$ cat src/rtl/event_counter.sv
module event_counter #(
  parameter int CW = 24
) (
  input  logic          clk,
  input  logic          rst_n,
  input  logic          en,
  input  logic          src_sel,
  input  logic          pin_in,
  input  logic          tick_in,
  input  logic          inv,
  input  logic          reload_mode,
  input  logic [CW-1:0] load_val,
  input  logic [CW-1:0] cmp_val,
  input  logic          cmp_ie,
  input  logic          ovf_ie,
  input  logic          cmp_clr,
  input  logic          ovf_clr,
  output logic          cmp_flag,
  output logic          ovf_flag,
  output logic          cmp_irq,
  output logic          ovf_irq,
  output logic [CW-1:0] count
);

  localparam logic [CW-1:0] ALL_ONES = {CW{1'b1}};

  logic          sync1, sync2, sync3;
  logic          en_q, armed;
  logic          hit, at_match, do_reload, wrap;
  logic [CW-1:0] nxt;

  wire src_raw = src_sel ? tick_in : pin_in;

  always_ff @(posedge clk or negedge rst_n)
    if (!rst_n) begin
      sync1 <= 1'b0;
      sync2 <= 1'b0;
      sync3 <= 1'b0;
    end else begin
      sync1 <= src_raw;
      sync2 <= sync1;
      sync3 <= sync2;
    end

  assign hit       = en & en_q & (inv ? (~sync2 & sync3) : (sync2 & ~sync3));
  assign at_match  = (count == cmp_val);
  assign do_reload = reload_mode & at_match;
  assign wrap      = ~armed & ~do_reload & (count == ALL_ONES);

  always_comb begin
    if (armed || do_reload) nxt = load_val;
    else                    nxt = count + 1'b1;
  end

  always_ff @(posedge clk or negedge rst_n)
    if (!rst_n) begin
      en_q  <= 1'b0;
      armed <= 1'b0;
      count <= '0;
    end else begin
      en_q <= en;
      if (en && !en_q) begin
        count <= '0;
        armed <= 1'b1;
      end else if (hit) begin
        count <= nxt;
        armed <= 1'b0;
      end
    end

  always_ff @(posedge clk or negedge rst_n)
    if (!rst_n) begin
      cmp_flag <= 1'b0;
      ovf_flag <= 1'b0;
    end else begin
      cmp_flag <= (cmp_flag & ~cmp_clr) | (hit & (nxt == cmp_val));
      ovf_flag <= (ovf_flag & ~ovf_clr) | (hit & wrap);
    end

  assign cmp_irq = cmp_flag & cmp_ie;
  assign ovf_irq = ovf_flag & ovf_ie;


  count_hold_chk: assert property (@(posedge clk) disable iff (!rst_n)
    !en |=> $stable(count));


  enable_clear_chk: assert property (@(posedge clk) disable iff (!rst_n)
    $rose(en) |=> (count == '0));


  cmp_set_chk: assert property (@(posedge clk) disable iff (!rst_n)
    $rose(cmp_flag) |-> (count == $past(cmp_val)));


  ovf_wrap_chk: assert property (@(posedge clk) disable iff (!rst_n)
    $rose(ovf_flag) |-> (count == '0 && $past(count) == ALL_ONES));

endmodule

$ cat config.mk
export PLATFORM = sky130hd
export DESIGN_NAME = event_counter
export DESIGN_NICKNAME = d
export VERILOG_FILES = /design/src/rtl/event_counter.sv
export SDC_FILE = /design/constraint.sdc
export NUM_CORES = 1
export LEC_CHECK = 0
export CAP_MARGIN = 20
export CELL_PAD_IN_SITES_DETAIL_PLACEMENT = 0
export CELL_PAD_IN_SITES_GLOBAL_PLACEMENT = 1
export CORE_UTILIZATION = 31
export CTS_BUF_LIST = sky130_fd_sc_hd__clkbuf_16
export DETAILED_ROUTE_END_ITERATION = 10
export MAX_ROUTING_LAYER = met4
export PLACE_DENSITY_LB_ADDON = 0.1
export SLEW_MARGIN = 20
export SYNTH_ARGS = -nofsm -noshare
export SYNTH_HDL_FRONTEND = slang
export SYNTH_SLANG_ARGS = --single-unit
$ cat constraint.sdc
create_clock -name clk -period 2.5 [get_ports clk]
set_clock_uncertainty 0.1 [all_clocks]
set_input_delay 0.5 -clock clk [delete_from_list [all_inputs] [get_ports clk]]
set_output_delay 0.5 -clock clk [all_outputs]
set_load 0.02 [all_outputs]
==> results of run 1 <==
-- worst paths after layout --
path	slack [ns]	endpoint
min reg2reg	0.25	sync2
max reg2reg	-0.23	cmp_flag
min	0.25	sync2
min in group asynchronous	0.54	count[0]
max in group asynchronous	1.40	count[13]
max	-0.23	cmp_flag
-- logic make-up after synthesis --
group	after synthesis	share of synthesized area, %
XOR/XNOR	60	17.9
multiplexers	5	1.79
flip-flops	31	26.4
buffers and inverters	40	6.22
adder cells (fa/ha/maj)	1	0.426
AO/OA/AOI/OAI	98	20.9
AND/OR/NAND/NOR	131	26.3
-- power by group through the flow --
stage | sequential, mW | clock (mW) | combinational (mW)
floorplan | 0.630 | 0 | 0.295
global placement | 0.598 | 0 | 0.751
detailed placement | 0.598 | 0 | 0.752
CTS | 0.591 | 0.723 | 0.810
global route | 0.600 | 0.745 | 0.903
finish | 0.595 | 0.712 | 0.845
-- per-layer routing --
layer / track usage, % / routed length (um) / vias to the layer above / part of all wire [%]
met5: - / 0 / - / 0
met4: 5.09 / 99 / 0 / 0.83
met3: 2.67 / 406 / 8 / 3.4
met2: 42.0 / 5790 / 89 / 48
met1: 33.7 / 5660 / 1665 / 47
li1: - / - / 1699 / -
-- area by class of cell --
type	count	area (um^2)	area share (%)
sequential	31	798	15.2
clock inverter	3	38.8	0.738
clock buffer	5	125	2.38
multi-input combinational	295	2240	42.6
inverter	16	60.1	1.14
timing repair buffer	213	1860	35.3
tap	111	139	2.64
-- sequential cells by signal, summed over array words and instances, names as in the netlist --
register,count
count,24
sync2,1
sync3,1
armed,1
en_q,1
sync1,1
ovf_flag,1
cmp_flag,1
-- repair_timing --
action | in CTS | in global routing
gates resized for setup | 51 | 31
gates cloned | 1 | 0
setup endpoints to repair | 26 | 22
buffers inserted | 9 | 9
pin swaps | 23 | 19
-- through the flow --
step / instances / setup TNS [ns] / worst slack [ns] / util (%)
after floorplan: 366 / 0 / 0.00129 / -
after global placement: 649 / -16.65 / -0.812 / 51.2
after detailed placement: 649 / -16.55 / -0.797 / 51.2
after CTS: 667 / -1.38 / -0.124 / 55.2
after global routing: 674 / -3.64 / -0.297 / 57.2
final: 674 / -1.75 / -0.227 / 57.2
-- cell usage after synthesis, drive strengths merged (2+ instances only) --
cell type | n | share of area [%]
nor3b | 7 | 1.8
mux2 | 2 | 0.77
a211o | 2 | 0.60
dfrtp | 31 | 26
nor2b | 6 | 1.3
nor4 | 8 | 2.7
nand2b | 2 | 0.43
o22ai | 3 | 0.64
or2 | 2 | 0.43
a2111oi | 2 | 0.60
nand3 | 10 | 2.7
xor2 | 21 | 6.3
nor2 | 22 | 3.4
buf | 12 | 2.6
o21a | 4 | 1.0
xnor2 | 39 | 12
and4 | 3 | 0.89
clkbuf | 12 | 1.5
nand2 | 30 | 3.8
inv | 16 | 2.0
o21ai | 42 | 7.2
mux2i | 3 | 1.0
and2 | 6 | 1.3
a21oi | 26 | 4.4
nand4 | 16 | 3.4
and3 | 7 | 1.7
nor3 | 10 | 1.9
o31ai | 5 | 1.9
o31a | 2 | 0.60
-- worst max-delay path, cell delays in order, from the launching register on --
cell and delay [ns]:
dfrtp_2 0.50, nand4_1 0.14, buf_4 0.18, nor2_4 0.19, nand4_1 0.20, xnor2_1 0.19, a2111o_1 0.45, a32oi_2 0.26
o2111ai_2 0.16, o31ai_2 0.27
==> reports/results.ini, run 1 <==
[synthesis]
synth.distinct_cells = 58
synth_ff_type = dfrtp_1
synth_cells = 366
ys_seq_area_share_pct = 26.4
async_reset_ff_share_pct = 100
syn-num-nets = 427
synth.avg_cell_area_um2 = 8.02
syn_area_um2 = 2940
ys_ff_latch = 31
ys_warn_count = 0
synth-edff-count = 0

[power_and_ir_drop]
p_per_area_nw_per_um2 = 409
power.share.combinational_pct = 39.3
p_leak_nw = 2.26
cell_internal_pwr_mw = 1.46
switchingPower_mw = 0.696
peakVddDrop_mv = 0.300
seqPwrFrac_pct = 27.7
finalPower_mw = 2.15
swShare_pct = 32.3
clockPowerShare_pct = 33.1

[setup_path]
cp-start-kind = flip-flop
end_kind = flip-flop
path_max_fanout = 6
reg2regPathDepth = 9
critical_path_class = flip-flop to flip-flop
critical_path.startpoint = count[3]
regToRegStartpoint = count[3]
arrival_ns = 2.82
required_ns = 2.59

[routing]
routed_wl_um = 12000
first_pass_iters = 4
routedWlPerCell_um = 17.7
routed_via_density = 5.14
route.detailed.drc = 0
first_iter_violations = 180
num_vias = 3461
ant_nets = 0

[cts]
cts-root-buf = clkbuf_16
cts_tree = built
holdBufCountCts = 0
cts_buffer_depth = 2
cts-htree-levels = 2
cts.clk_slew.worst_paths_ns = 0.06
cts_sinks = 31
cts_buffers = 5
clk_latency_ns = 0.28

[sta]
period_minus_slack_ns = 2.73
setup_viol = 16
worst_pin_slew_ns = 0.469
rsz0062_at_grt = yes
slew_headroom_pct = 68.7
fin_hold_ws_ns = 0.247
drv_slew = 0
setup_ws_ns = -0.227
finalHoldViolCount = 0
fmax_ghz = 0.367
finalCritPeriodShare_pct = 109

[floorplanning]
core_um2 = 9200
initial_core_util_pct = 31.9
row_count = 35
pin_count = 88
chipWidth_um = 99.3
die_h_um = 99.3
dieArea_um2 = 9870

[grt]
grt_max_degree = 32
grt.overflow.total = 0
antenna_found_initial = 0
grt_pass1_wl_um = 18300
grt_pass1_vias = 3327
grt_usage_pct = 25.4

[run_status]
failed_checks = negative setup slack
run_status = finished with violations

[hold_path]
hold_class = flip-flop to flip-flop
hold_depth = 0
min_from = sync1

[cells_and_area]
syn_to_final_growth_pct = 79.1
final_common_cell = buf_4
layout.nets = 623
n_antenna_cell = 0
nFillCells = 886
drive_gt1_share_pct = 35.9
final_area_um2 = 5260
final_cell_mix = buf_4 (118), clkdlybuf4s50_1 (63), o21ai_0 (31)

[place]
io_buffers = 87
dpl_cell_area_um2 = 4710
gp_congestion = 0.926
dp_hpwl_um = 9280

[flow_run]
drv_cap = 0

No activity file was read; power rests on OpenSTA's default activity.
==> run 2: changes to the inputs <==
--- a/config.mk
+++ b/config.mk
@@ -8,12 +8,12 @@
 export CAP_MARGIN = 20
 export CELL_PAD_IN_SITES_DETAIL_PLACEMENT = 0
 export CELL_PAD_IN_SITES_GLOBAL_PLACEMENT = 1
+export CORE_ASPECT_RATIO = 0.9
 export CORE_UTILIZATION = 31
 export CTS_BUF_LIST = sky130_fd_sc_hd__clkbuf_16
 export DETAILED_ROUTE_END_ITERATION = 10
 export MAX_ROUTING_LAYER = met4
 export PLACE_DENSITY_LB_ADDON = 0.1
-export SLEW_MARGIN = 20
 export SYNTH_ARGS = -nofsm -noshare
 export SYNTH_HDL_FRONTEND = slang
 export SYNTH_SLANG_ARGS = --single-unit
==> reports/results.ini, run 2 (synthesis gave the netlist of run 1 again) <==
[hold_path]
hold_class = flip-flop to flip-flop
hold_depth = 0  ; unchanged
holdPathEnd = sync2
min_from = sync1

[setup_path]
reg2regPathDepth = 11  ; +2
end_kind = flip-flop
critical_path_class = flip-flop to flip-flop
required_ns = 2.58  ; about the same
arrival_ns = 2.83  ; about the same
regToRegStartpoint = count[12]
path_max_fanout = 4  ; -2
cp-start-kind = flip-flop
r2r_end = cmp_flag
rrSetupSlack_ns = -0.24  ; -0.02 ns

[cts]
cts_buffers = 5  ; unchanged
cts-htree-levels = 2  ; unchanged
cts_buffer_depth = 2  ; unchanged
holdBufCountCts = 0  ; unchanged
cts-root-buf = clkbuf_16
cts_tree = built
cts.clk_slew.worst_paths_ns = 0.05  ; about the same
clk_latency_ns = 0.28  ; about the same
cts_sinks = 31  ; unchanged

[sta]
drv_slew = 0  ; unchanged
setup_ws_ns = -0.244  ; -0.0172 ns
finalHoldViolCount = 0  ; unchanged
slew_headroom_pct = 68.1  ; -0.60 points
worst_pin_slew_ns = 0.478  ; +0.00898 ns
fmax_ghz = 0.364  ; -0.63%
fin_hold_ws_ns = 0.268  ; +0.0211 ns
period_minus_slack_ns = 2.74  ; +0.0172 ns
rsz0062_at_grt = yes
finalCritPeriodShare_pct = 110  ; +0.69 points
tns_ns = -0.244  ; +1.50 ns
setup_viol = 1  ; -15

[place]
placed_cells = 658  ; +1.4%
io_buffers = 87  ; unchanged
dp_hpwl_um = 9330  ; +0.56%
pre_cts_ws_ns = -0.774  ; +0.0222 ns
gp_congestion = 0.946  ; +2.1%
dpl_cell_area_um2 = 4710  ; about the same

[routing]
routed_via_density = 5.25  ; +2.3%
ant_nets = 0  ; unchanged
routed_wl_um = 12400  ; +3.8%
first_pass_iters = 5  ; +1
route.detailed.drc = 0  ; unchanged
routedWlPerCell_um = 18.0  ; +1.5%
num_vias = 3620  ; +4.6%
first_iter_violations = 192  ; +6.7%

[cells_and_area]
final_area_um2 = 5280  ; +0.31%
top_register = count
syn_to_final_growth_pct = 79.6
layout.nets = 627  ; +0.64%
regArea_um2 = 798  ; unchanged
multiInputGateArea_um2 = 2250  ; +0.56%
post-route-util_pct = 57.5  ; +0.36 points
n_antenna_cell = 0  ; unchanged
drive_gt1_share_pct = 35.8  ; -0.077 points
instances_no_fill = 689  ; +2.2%
largest_reg_flops = 24  ; unchanged
final_cell_mix = buf_4 (118), clkdlybuf4s50_1 (63), nand2_1 (28)
nFillCells = 892  ; +0.68%
final_common_cell = buf_4

[floorplanning]
dieArea_um2 = 9870  ; about the same
die_h_um = 94.3  ; -5.0%
row_count = 33  ; -5.7%
core_um2 = 9170  ; -0.33%
initial_core_util_pct = 32.0  ; +0.10 points
pin_count = 88  ; unchanged
chipWidth_um = 105  ; +5.3%

[grt]
grt_usage_pct = 26.1  ; +0.67 points
grt_pass1_wl_um = 19000  ; +4.0%
antenna_found_initial = 0  ; unchanged
grt_max_degree = 32  ; unchanged
grt_pass1_vias = 3560  ; +7.0%
grt.overflow.total = 0  ; unchanged

[run_status]
run_status = finished with violations
failed_checks = negative setup slack

[power_and_ir_drop]
p_leak_nw = 2.29  ; +1.3%
peakVddDrop_mv = 0.247  ; -18%
p_per_area_nw_per_um2 = 387  ; -5.5%
finalPower_mw = 2.04  ; -5.2%

[flow_run]
drv_cap = 0  ; unchanged

==> run 2: changes by cell type in the layout (fill, tap and decap cells not counted), moves of 3 or more <==
cell / change
xnor2_1: -3
o21ai_0: -12
o21ai_1: +12
dlygate4sd2_1: +3
buf_6: +5
==> run 2: final cells by class <==
class / count / share of cell area (%)
Tap cell: 122 / 2.89
Multi-Input combinational cell: 295 / 42.7
Clock buffer: 5 / 2.37
Clock inverter: 3 / 0.213
Timing Repair Buffer: 217 / 35.6
Inverter: 16 / 1.14
Sequential cell: 31 / 15.1
==> run 2: worst max path at each step <==
stage,start,endpoint,slack [ns],cells after the start
after global routing,count[1],cmp_flag,-0.31,11
after floorplan,count[0],cmp_flag,0.001,9
final,count[12],cmp_flag,-0.24,11
after CTS,count[0],cmp_flag,-0.14,9
after detailed placement,cmp_val[12],cmp_flag,-0.77,11
after global placement,cmp_val[14],cmp_flag,-0.68,12
==> run 2: repair_timing <==
action | in CTS | in global routing
endpoints found under the setup margin | 25 | 23
gates resized for setup | 49 | 44
buffers inserted | 12 | 12
pin swaps | 20 | 30
==> run 2: metal layers <==
layer | vias up | GRT usage, % | share of wire [%]
li1 | 1713 | - | -
met1 | 1731 | 33.1 | 46
met2 | 142 | 42.2 | 45
met3 | 34 | 3.52 | 5.6
met4 | 0 | 10.7 | 3.0
met5 | - | - | 0
==> run 2: critical path, stage by stage, from the launching register on <==
cell       delay, ns
dfrtp_2         0.41
buf_6           0.13
xnor2_4         0.17
nand4_1         0.13
nor4_2          0.33
a41o_2          0.29
buf_6           0.13
buf_12          0.10
mux2i_4         0.22
xor2_1          0.21
o2111ai_2       0.17
o31ai_2         0.26
==> run 2: where the power goes <==
part           total [mW]  switching [mW]  internal, mW  leakage, nW
Combinational       0.856           0.407         0.449         1.83
Sequential          0.591          0.0472         0.543        0.384
Clock               0.593           0.235         0.359       0.0701
